<file path="config.mk">
export PLATFORM = sky130hd
export DESIGN_NAME = tvp_victim_pick
export DESIGN_NICKNAME = d
export VERILOG_FILES = /design/src/rtl/tvp_pkg.sv /design/src/rtl/tvp_lcg.sv /design/src/rtl/tvp_modu.sv /design/src/rtl/tvp_victim_pick.sv
export SDC_FILE = /design/constraint.sdc
export NUM_CORES = 1
export LEC_CHECK = 0
export ABC_CLOCK_PERIOD_IN_PS = 5200
export BUFFER_PORTS_ARGS = -buffer_cell sky130_fd_sc_hd__buf_2
export CAP_MARGIN = 20
export CORE_ASPECT_RATIO = 1.1
export CORE_MARGIN = 4
export CORE_UTILIZATION = 45
export DETAILED_ROUTE_END_ITERATION = 6
export PLACE_DENSITY = 0.61
export SETUP_SLACK_MARGIN = 0.2
export SLEW_MARGIN = 5
export SYNTH_ARGS = -nofsm -noshare
export SYNTH_HDL_FRONTEND = slang
export SYNTH_HIERARCHICAL = 1
export SYNTH_SLANG_ARGS = --single-unit
</file>
<file path="constraint.sdc">
create_clock -name clk -period 5.2 [get_ports clk]
set_input_delay 0.52 -clock clk [delete_from_list [all_inputs] [get_ports clk]]
set_output_delay 0.52 -clock clk [all_outputs]
set_load 0.005 [all_outputs]
</file>
<file path="src/rtl/tvp_pkg.sv">
package tvp_pkg;
  localparam int unsigned  ST_W    = 32;
  localparam int unsigned  SEL_LSB = 16;
  localparam int unsigned  SEL_W   = ST_W - SEL_LSB;
  localparam logic [ST_W-1:0] LCG_MUL = 32'd314159;
  localparam logic [ST_W-1:0] LCG_INC = 32'd1;
endpackage

</file>
<file path="src/rtl/tvp_lcg.sv">
module tvp_lcg
  import tvp_pkg::*;
(
  input  logic            clk,
  input  logic            rst_n,
  input  logic            adv_i,
  output logic [ST_W-1:0] st_o,
  output logic [ST_W-1:0] st_nxt_o
);
  logic [ST_W-1:0] st_q;
  logic [ST_W-1:0] st_d;
  logic [ST_W-1:0] st_step;

  always_comb begin
    st_step = st_q * LCG_MUL + LCG_INC;
    st_d    = adv_i ? st_step : st_q;
  end

  always_ff @(posedge clk or negedge rst_n) begin
    if (!rst_n) st_q <= '0;
    else if (adv_i) st_q <= st_d;
  end

  assign st_o     = st_q;
  assign st_nxt_o = st_step;

  // state only moves on an accepted request
  a_r2_hold_when_idle: assert property (@(posedge clk) disable iff (!rst_n)
    !adv_i |=> $stable(st_o));
endmodule

</file>
<file path="src/rtl/tvp_modu.sv">
module tvp_modu #(
  parameter int unsigned DW = 16,
  parameter int unsigned RW = 8
) (
  input  logic          clk,
  input  logic          rst_n,
  input  logic          start_i,
  input  logic [DW-1:0] dvd_i,
  input  logic [RW-1:0] dvs_i,
  output logic          done_o,
  output logic [RW-1:0] rem_o
);
  localparam int unsigned CW = $clog2(DW + 1);

  logic [RW-1:0] rem_q, rem_d;
  logic [DW-1:0] quo_q, quo_d;
  logic [RW-1:0] dvs_q, dvs_d;
  logic [CW-1:0] cnt_q, cnt_d;
  logic          run_q, run_d;
  logic          done_q, done_d;
  logic [RW-1:0] trial;

  always_comb begin
    rem_d  = rem_q;
    quo_d  = quo_q;
    dvs_d  = dvs_q;
    cnt_d  = cnt_q;
    run_d  = run_q;
    done_d = 1'b0;
    trial  = {rem_q[RW-2:0], quo_q[DW-1]};
    if (start_i) begin
      rem_d = '0;
      quo_d = dvd_i;
      dvs_d = dvs_i;
      cnt_d = CW'(DW);
      run_d = 1'b1;
    end else if (run_q) begin
      rem_d = (trial >= dvs_q) ? (trial - dvs_q) : trial;
      quo_d = {quo_q[DW-2:0], 1'b0};
      cnt_d = cnt_q - 1'b1;
      if (cnt_q == CW'(1)) begin
        run_d  = 1'b0;
        done_d = 1'b1;
      end
    end
  end

  always_ff @(posedge clk or negedge rst_n) begin
    if (!rst_n) begin
      rem_q  <= '0;
      quo_q  <= '0;
      dvs_q  <= '0;
      cnt_q  <= '0;
      run_q  <= 1'b0;
      done_q <= 1'b0;
    end else begin
      rem_q  <= rem_d;
      quo_q  <= quo_d;
      dvs_q  <= dvs_d;
      cnt_q  <= cnt_d;
      run_q  <= run_d;
      done_q <= done_d;
    end
  end

  assign done_o = done_q;
  assign rem_o  = rem_q;

  // finished remainder is below the latched divisor
  a_r3_rem_below_div: assert property (@(posedge clk) disable iff (!rst_n)
    done_q |-> (rem_q < dvs_q));
  // divisor is never zero during a reduction
  a_r5_no_zero_div: assert property (@(posedge clk) disable iff (!rst_n)
    run_q |-> (dvs_q != '0));
endmodule

</file>
<file path="src/rtl/tvp_victim_pick.sv">
module tvp_victim_pick
  import tvp_pkg::*;
#(
  parameter int unsigned ENTRIES = 48
) (
  input  logic                          clk,
  input  logic                          rst_n,
  input  logic                          req_i,
  input  logic [$clog2(ENTRIES):0]      wired_i,
  output logic [$clog2(ENTRIES)-1:0]    idx_o,
  output logic                          vld_o
);
  localparam int unsigned IDX_W   = $clog2(ENTRIES);
  localparam int unsigned WIRED_W = IDX_W + 1;
  localparam int unsigned RW      = IDX_W + 2;
  localparam logic [IDX_W-1:0] TOP_IDX = IDX_W'(ENTRIES - 1);

  logic              busy_q, busy_d;
  logic              sat_q, sat_d;
  logic [IDX_W-1:0]  base_q, base_d;
  logic [IDX_W-1:0]  idx_q, idx_d;
  logic              vld_q, vld_d;
  logic              accept;
  logic              sat_now;
  logic [RW-1:0]     span;
  logic [RW-1:0]     dvs;
  logic [ST_W-1:0]   st_cur, st_nxt;
  logic              m_done;
  logic [RW-1:0]     m_rem;

  tvp_lcg u_lcg (
    .clk      (clk),
    .rst_n    (rst_n),
    .adv_i    (accept),
    .st_o     (st_cur),
    .st_nxt_o (st_nxt)
  );

  tvp_modu #(.DW(SEL_W), .RW(RW)) u_modu (
    .clk     (clk),
    .rst_n   (rst_n),
    .start_i (accept),
    .dvd_i   (st_nxt[ST_W-1:SEL_LSB]),
    .dvs_i   (dvs),
    .done_o  (m_done),
    .rem_o   (m_rem)
  );

  always_comb begin
    accept  = req_i && !busy_q;
    sat_now = ({1'b0, wired_i} >= (WIRED_W+1)'(ENTRIES));
    span    = RW'(ENTRIES) - RW'(wired_i);
    dvs     = sat_now ? RW'(1) : span;

    busy_d = busy_q;
    sat_d  = sat_q;
    base_d = base_q;
    idx_d  = idx_q;
    vld_d  = 1'b0;
    if (accept) begin
      busy_d = 1'b1;
      sat_d  = sat_now;
      base_d = wired_i[IDX_W-1:0];
    end else if (m_done) begin
      busy_d = 1'b0;
      vld_d  = 1'b1;
      idx_d  = sat_q ? TOP_IDX : (m_rem[IDX_W-1:0] + base_q);
    end
  end

  always_ff @(posedge clk or negedge rst_n) begin
    if (!rst_n) begin
      busy_q <= 1'b0;
      sat_q  <= 1'b0;
      base_q <= '0;
      idx_q  <= '0;
      vld_q  <= 1'b0;
    end else begin
      busy_q <= busy_d;
      sat_q  <= sat_d;
      base_q <= base_d;
      idx_q  <= idx_d;
      vld_q  <= vld_d;
    end
  end

  assign idx_o = idx_q;
  assign vld_o = vld_q;

  // index never below the latched wired boundary, never past the table
  a_r3_idx_window: assert property (@(posedge clk) disable iff (!rst_n)
    (vld_o && !sat_q) |-> ((idx_o >= base_q) && (32'(idx_o) < ENTRIES)));
  // valid is a single-cycle pulse
  a_r6_vld_pulse: assert property (@(posedge clk) disable iff (!rst_n)
    vld_o |=> !vld_o);
  // index holds between results
  a_r7_idx_hold: assert property (@(posedge clk) disable iff (!rst_n)
    !vld_o |-> $stable(idx_o));
  // a request during a pick leaves the generator state untouched
  a_r8_busy_ignored: assert property (@(posedge clk) disable iff (!rst_n)
    (busy_q && req_i) |=> $stable(st_cur));
endmodule

</file>
; After elaboration in Yosys (flattened, before gate mapping)
; Cells that the tools add are included.
[word_totals]
register_bits = 85
latch_bits = 0
ramBits = 0
rom_bits = 0
inputBits = 10
out_inout_bits = 7
wordCells = 46
n_memories = 0
[op_classes]
addsub = 5
multipliers = 1
div = 0
magnitude_cmp = 2
eq_ne = 1
shift = 0
muxes = 19
bitwise = 1
reduce_logical = 5
[ops]
columns = op, n
row1 = adder 32 x 1 -> 32 bit (second input constant), 1
row2 = multiplier 32 x 19 -> 32 bit (second input constant), 1
row3 = two-way mux 16 bit, 2
row4 = two-way mux 7 bit, 3
row5 = two-way mux 1 bit, 10
row6 = two-way mux 5 bit, 2
row7 = >= comparator 8 bit, 1
row8 = two-way mux 8 bit, 1
row9 = subtractor 6 x 7 -> 8 bit (first input constant), 1
row10 = >= comparator 7 x 6 -> 1 bit (second input constant), 1
row11 = subtractor 7 bit, 1
row12 = adder 6 bit, 1
row13 = two-way mux 6 bit, 1
row14 = equality test 5 x 1 -> 1 bit (second input constant), 1
row15 = subtractor 5 x 1 -> 5 bit (second input constant), 1
row16 = nonzero test 2 bit, 2
row17 = AND reduction 2 bit, 1
row18 = logical AND 1 bit, 1
row19 = zero test 1 bit, 1
row20 = inverter 1 bit, 1

; Logic depth before layout (Yosys ltp)
; Gate-level depths: netlist (run 1).
[logic_depth]
depth_word = 4
ltp_mapped = 24
mapped_depth_nobuf = 23

; Modules after synthesis
; Netlist (run 1), hierarchy kept.
[by_module_without_submodules]
columns = mod, instances, cells_each, area_each_um2, seq_area_each_um2
row1 = tvp_lcg, 1, 1016, 9465.3, 800.8
row2 = tvp_modu, 1, 227, 2188.3, 975.9
row3 = tvp_victim_pick, 1, 88, 880.8, 375.4

; Least setup slack after synthesis (run 1)
; OpenSTA, ideal clock, no wires.
[synth_path]
path_type = register -> register
startpoint = register u_lcg.st_q[12], in the netlist u_lcg/st_o[12]
endpoint = register u_modu.quo_q[14]
setup_ns = 0.136
arrival_ns = 5.535
required_time_ns = 5.064
path_slack_ns = -0.471
path_stages_with_launch = 25
n_path_buf = 1
period_less_slack_ns = 5.671
cell_sequence = dfrtp_1 inv_1 fa_1 inv_1 ha_1 inv_1 fa_1 inv_1 fa_1 fa_1 inv_1 fa_1 inv_1 ha_1 a21oi_1 nand3_1 or2_0 and3_1 buf_2 a41o_1 a31oi_1 nor3_1 nand3b_1 nand2_1 o21ai_0
[synth_via]
elab_chain_cells = 3
[synth_lines]
columns = element, line
row1 = from (decl), tvp_lcg.sv:10  ; logic [ST_W-1:0] st_q;
row2 = from (signal assigned), tvp_lcg.sv:21  ; else if (adv_i) st_q <= st_d;
row3 = multiplier 32 x 19 -> 32 bit, tvp_lcg.sv:15  ; st_step = st_q * LCG_MUL + LCG_INC;
row4 = adder 32 x 1 -> 32 bit, tvp_lcg.sv:15
row5 = via st_nxt[30], tvp_victim_pick.sv:27  ; logic [ST_W-1:0] st_cur, st_nxt;
row6 = two-way mux 16 bit, tvp_modu.sv:31  ; if (start_i) begin
row7 = to (signal assigned), tvp_modu.sv:58  ; quo_q <= quo_d;
row8 = to (decl), tvp_modu.sv:16  ; logic [DW-1:0] quo_q, quo_d;
; The timed path passes the listed nets, and every way through them passes these cells.
; A chain may end at the register's enable or synchronous reset.

; Final worst setup path (run 1)
[layout_path]
startpoint = register u_lcg.st_q[8], in the netlist u_lcg/st_o[8]
endpoint = register u_lcg.st_q[29], in the netlist u_lcg/st_o[29]
[layout_via]
elab_chain_cells = 2
[layout_lines]
columns = element, line
row1 = multiplier 32 x 19 -> 32 bit, tvp_lcg.sv:15
row2 = adder 32 x 1 -> 32 bit, tvp_lcg.sv:15
row3 = via st_nxt[29], tvp_victim_pick.sv:27
; The timed path passes the listed nets, and every way through them passes these cells.

==> results.ini, run 1 <==
[clock_tree]
cts_sinks=85
root_buffer=clkbuf_16
cts_tree=yes
holdBufCountCts=0
cts_max_level=3
cts.clk_slew.worst_paths_ps=80
clock_latency_ps=350
clock_path_buffers=2
cts_made_buffers=9

[finish]
area_growth_pct=26.7
final_cells=1884
finalNetCount=1878
final_layout_size_suffix_gt1_share_pct=29.0
fill_cells=2316
diodes=0

[sta]
timing.final.crit_share_pct=104
finalCriticalPeriod_ps=5390
finalSetupViolCount=25
tns_ps=-2230
slew_headroom_pct=47.5
final.hold.worst_slack_ps=84.9
clock-skew-final_ps=12.6
tightest_slew_ps=787
slew_viol_final=0
hold_viol_final=0
rsz0062_at_grt=true
fmax_ghz=0.186
setup_ws_ps=-190

[global_routing]
grt-ovfl-total=0
grt_pass1_wl_um=51400
grt.total_usage_pct=21.2
first_global_vias=10200
antenna_found_initial=0
grt_max_degree=58

[routing]
dr_total_vias=9349
drtIter0Drc=380
wl_per_cell_um=16.7
routed_wl_um=31400
ant_nets=0
drc=0
drt_pass1_iterations=6
viasPerCell=4.96

[setup_path]
crit_fanout=4
worstPathArrival_ps=5630
cp.required_ps=5440
critical_path.max_stage_delay_ps=550
cp_slowest_cell=fa_1
cp_common_cell=fa_1
crit_path_start_kind=register
worst-setup-path-type=reg2reg
cp-end-kind=register
crit_chain=buf_6 > ha_4 > inv_1 > fa_1 > fa_1 > inv_1 > fa_1 > fa_1 > inv_1 > fa_1 > inv_2 > ha_4 > buf_6 > and3_4 > and2_4 > o2111ai_4 > buf_6 > a21oi_4 > o31ai_4 > xnor2_2 > mux2_4

[yosys]
syn-instance-count=1317
yosysWarningCount=6
synth_area_mm2=0.0124
avgSynthCellArea_um2=9.43

[floorplanning]
coreArea_mm2=0.0271
core.rowCount=63
dieArea_mm2=0.0303
dieWidth_um=166
io_pins=17
die_h_um=182
start_util_pct=45.8

[placed_design]
globalplace.congestion=0.937
port_buffers=16
dp_slack_ps=-377
dp_hpwl_um=25600
placedCellCount=1826

[status]
status=finished, violations left
violations=negative setup slack

[min_path]
hp-class=in2async

[job]
cap_violations=0

## cell usage in the layout (no fill, tap or decap), types with 16 or more instances in the layout
cell type,instances
fa_1,176
nor2_1,44
xnor2_1,33
dfrtp_1,80
nand2_1,57
o21ai_1,21
inv_2,39
buf_6,24
inv_1,363
mux2i_1,16
ha_4,29
o21ai_0,28
ha_1,129
buf_4,174
a21oi_1,16
## timing repair
action | CTS | global route
gates resized for setup | 92 | 116
buffers inserted | 27 | 15
setup endpoints to repair | 35 | 37
pin swaps | 72 | 71
## worst max-delay path: cells and delay by family (launching register included)
family                   cells  cell delay, ps
adder cells (fa/ha/maj)      7            3040
buffers and inverters        7             610
flip-flops                   1             440
AO/OA/AOI/OAI                3             440
AND/OR/NAND/NOR              2             340
multiplexers                 1             260
XOR/XNOR                     1             160
## worst paths after layout
kind / endpoint / startpoint / slack (ps) / cells after the start
min: u_modu/dvs_q[1]$_DFFE_PN0P_ / rst_n / 80 / 1
min in group clk: busy_q$_DFFE_PN0P_ / u_modu/done_o$_DFF_PN0_ / 460 / 1
max in group asynchronous: u_lcg/st_o[8]$_DFFE_PN0P_ / rst_n / 3980 / 2
max reg2reg: u_lcg/st_o[29]$_DFFE_PN0P_ / u_lcg/st_o[8]$_DFFE_PN0P_ / -190 / 21
min reg2reg: busy_q$_DFFE_PN0P_ / u_modu/done_o$_DFF_PN0_ / 460 / 1
max: u_lcg/st_o[29]$_DFFE_PN0P_ / u_lcg/st_o[8]$_DFFE_PN0P_ / -190 / 21
## through the flow
step | area, um^2 | util, %
after floorplan | 12600 | -
after global placement | 14200 | 52.4
after detailed placement | 14200 | 52.4
after CTS | 15100 | 55.8
after global routing | 15700 | 58.0
final | 15700 | 58.0
## layout make-up
class	count	area, um^2	area share (%)
Clock inverter	7	75.1	0.477
Sequential cell	85	2130	13.6
Clock buffer	9	225	1.43
Timing Repair Buffer	215	1690	10.7
Tap cell	357	447	2.84
Inverter	414	1590	10.1
Multi-Input combinational cell	797	9580	60.9
## flip-flops by register name (all words and copies together), names as in the netlist
name	count
u_lcg/st_o	32
u_modu/quo_q	16
u_modu/dvs_q	8
u_modu/rem_o	7
base_q	6
idx_o	6
u_modu/cnt_q	5
busy_q	1
sat_q	1
u_modu/done_o	1
u_modu/run_q	1
vld_o	1
## metal layers
layer  part of all wire (%)  GRT usage [%]  wire length (um)  up-vias
li1                       -              -                 -     4445
met1                     42           27.3             13300     4677
met2                     51           36.9             16000      175
met3                    4.0           3.77              1270       52
met4                    2.6           5.89               814        0
met5                      0              0                 0        -
Power of run 1 is not shown: default switching activity piles up to over one toggle a cycle in this logic, so the estimate is an artifact.
==> run 2, diff against run 1 <==
--- a/config.mk
+++ b/config.mk
@@ -12,10 +12,12 @@
 export CORE_MARGIN = 4
 export CORE_UTILIZATION = 45
 export DETAILED_ROUTE_END_ITERATION = 6
+export MAX_ROUTING_LAYER = met4
 export PLACE_DENSITY = 0.61
 export SETUP_SLACK_MARGIN = 0.2
-export SLEW_MARGIN = 5
+export SLEW_MARGIN = 25
 export SYNTH_ARGS = -nofsm -noshare
 export SYNTH_HDL_FRONTEND = slang
 export SYNTH_HIERARCHICAL = 1
 export SYNTH_SLANG_ARGS = --single-unit
+export TNS_END_PERCENT = 10
==> results.ini, run 2 (synthesis gave the netlist of run 1 again) <==
[status]
status=finished, violations left  ; unchanged
violations=negative setup slack  ; unchanged

[floorplanning]
dieWidth_um=166  ; unchanged
dieArea_mm2=0.0303  ; unchanged
coreArea_mm2=0.0271  ; unchanged
core.rowCount=63  ; unchanged
die_h_um=182  ; unchanged
io_pins=17  ; unchanged
start_util_pct=45.8  ; unchanged

[sta]
hold_viol_final=0  ; unchanged
timing.final.crit_share_pct=105  ; was 104%
finalCriticalPeriod_ps=5440  ; was 5390 ps
setup_ws_ps=-243  ; was -190 ps
rsz0062_at_grt=true  ; unchanged
tightest_slew_ps=670  ; was 787 ps
slew_headroom_pct=55.3  ; was 47.5%
finalSetupViolCount=28  ; was 25
slew_viol_final=0  ; unchanged
fmax_ghz=0.184  ; was 0.186 GHz
clock-skew-final_ps=17.3  ; was 12.6 ps

[routing]
wl_per_cell_um=15.8  ; was 16.7 um
ant_nets=0  ; unchanged
met2RoutedLength_um=14900  ; was 16000 um
viasPerCell=4.82  ; was 4.96
drc=0  ; unchanged
dr_total_vias=8984  ; was 9349
wl_met3_um=769  ; was 1270 um
routed.top_layer=met4  ; unchanged
drt_pass1_iterations=4  ; was 6
wl_met1_um=13300  ; about the same
drtIter0Drc=443  ; was 380
routed_wl_um=29400  ; was 31400 um

[setup_path]
crit_path_start_kind=register  ; unchanged
worstPathArrival_ps=5710  ; was 5630 ps
cp.required_ps=5460  ; was 5440 ps
worst-setup-path-type=reg2reg  ; unchanged
crit_buf_inv=6  ; was 7
crit_chain=inv_4 > buf_4 > fa_1 > inv_1 > ha_4 > fa_1 > ha_1 > ha_1 > inv_1 > fa_1 > inv_1 > ha_1 > a21o_1 > a21o_1 > o311a_1 > buf_4 > o211ai_1 > a21oi_1 > o21ai_1 > nor2b_4 > xnor2_1 > nand2_1 > o21ai_0  ; was buf_6 > ha_4 > inv_1 > fa_1 > fa_1 > inv_1 > fa_1 > fa_1 > inv_1 > fa_1 > inv_2 > ha_4 > buf_6 > and3_4 > and2_4 > o2111ai_4 > buf_6 > a21oi_4 > o31ai_4 > xnor2_2 > mux2_4
critical-path-top-delay-family=adder cells  ; unchanged
critical_path.max_stage_delay_ps=540  ; was 550 ps
crit_fanout=3  ; was 4
cp_slowest_cell=fa_1  ; unchanged
cp-end-kind=register  ; unchanged

[placed_design]
placedCellCount=1819  ; was 1826
port_buffers=16  ; unchanged
globalplace.congestion=0.946  ; was 0.937
dp_hpwl_um=24500  ; was 25600 um

[global_routing]
grt-ovfl-total=0  ; unchanged
grt.total_usage_pct=20.6  ; was 21.2%
grt_pass1_wl_um=48900  ; was 51400 um
antenna_found_initial=0  ; unchanged
grt_max_degree=57  ; was 58
first_global_vias=9467  ; was 10200

[min_path]
hp-class=in2async  ; unchanged

[job]
cap_violations=0  ; unchanged

[finish]
final_cell_mix=378 x inv_1, 176 x fa_1, 173 x buf_4  ; was 363 x inv_1, 176 x fa_1, 174 x buf_4
final_cells=1863  ; was 1884
area_growth_pct=21.3  ; was 26.7%
diodes=0  ; unchanged
final_common_cell=inv_1  ; unchanged
finalNetCount=1857  ; was 1878
fill_cells=2399  ; was 2316
largest_reg_flops=32  ; unchanged
regArea_mm2=0.00214  ; was 0.00213 mm^2
multi_input_area_mm2=0.00918  ; was 0.00958 mm^2
final_layout_size_suffix_gt1_share_pct=23.8  ; was 29.0%

[clock_tree]
root_buffer=clkbuf_16  ; unchanged
clock_path_buffers=2  ; unchanged
holdBufCountCts=0  ; unchanged
cts.clk_slew.worst_paths_ps=80  ; about the same
cts_made_buffers=9  ; unchanged
clock_latency_ps=360  ; was 350 ps
cts_tree=yes  ; unchanged
cts_max_level=3  ; unchanged
cts_sinks=85  ; unchanged

## run 2: through the flow
step | util [%] | TNS [ps] | area, um^2 | setup WS, ps | hold slack, ps
after floorplan | - | -45.1 | 12600 | -30.7 | 224
after global placement | 52.1 | -4800 | 14100 | -361 | 444
after detailed placement | 52.1 | -6040 | 14100 | -377 | 458
after CTS | 54.6 | -2020 | 14800 | -159 | 169
after global routing | 55.6 | -9100 | 15100 | -424 | 193
final | 55.6 | -3070 | 15100 | -243 | 144
## run 2: timing repair
| action | 4_1_cts | 5_1_grt |
|---|---|---|
| endpoints found under the setup margin | 36 | 37 |
| cloned | 0 | 0 |
| pin swaps | 45 | 38 |
| buffers inserted | 17 | 11 |
| gates resized for setup | 56 | 46 |
## run 2: worst paths after layout
path	slack, ps	startpoint	cells after the start	to
hold reg to reg	470	u_modu/done_o$_DFF_PN0_	1	busy_q$_DFFE_PN0P_
min in group clk	470	wired_i[5]	2	base_q[5]$_DFFE_PN0P_
max in group asynchronous	3930	rst_n	2	u_lcg/st_o[7]$_DFFE_PN0P_
hold / removal	140	rst_n	1	u_modu/rem_o[5]$_DFFE_PN0P_
setup reg to reg	-240	u_lcg/st_o[7]$_DFFE_PN0P_	23	u_modu/quo_q[5]$_DFFE_PN0P_
setup / recovery	-240	u_lcg/st_o[7]$_DFFE_PN0P_	23	u_modu/quo_q[5]$_DFFE_PN0P_
## run 2: cell type report
class | count | area share (%)
repair buffers | 194 | 9.56
clock buffers | 10 | 1.59
inverters | 414 | 10.5
well taps | 357 | 2.96
multi-input cells | 797 | 60.9
clock inverters | 6 | 0.382
flip-flops and latches | 85 | 14.2
## run 2: layer usage
layer	global-route usage, %	vias to the layer above
met1	27.7	4439
met4	3.83	0
met2	34.5	113
li1	-	4404
met3	2.34	28
met5	-	-
Power of run 2 is left out for the same reason.
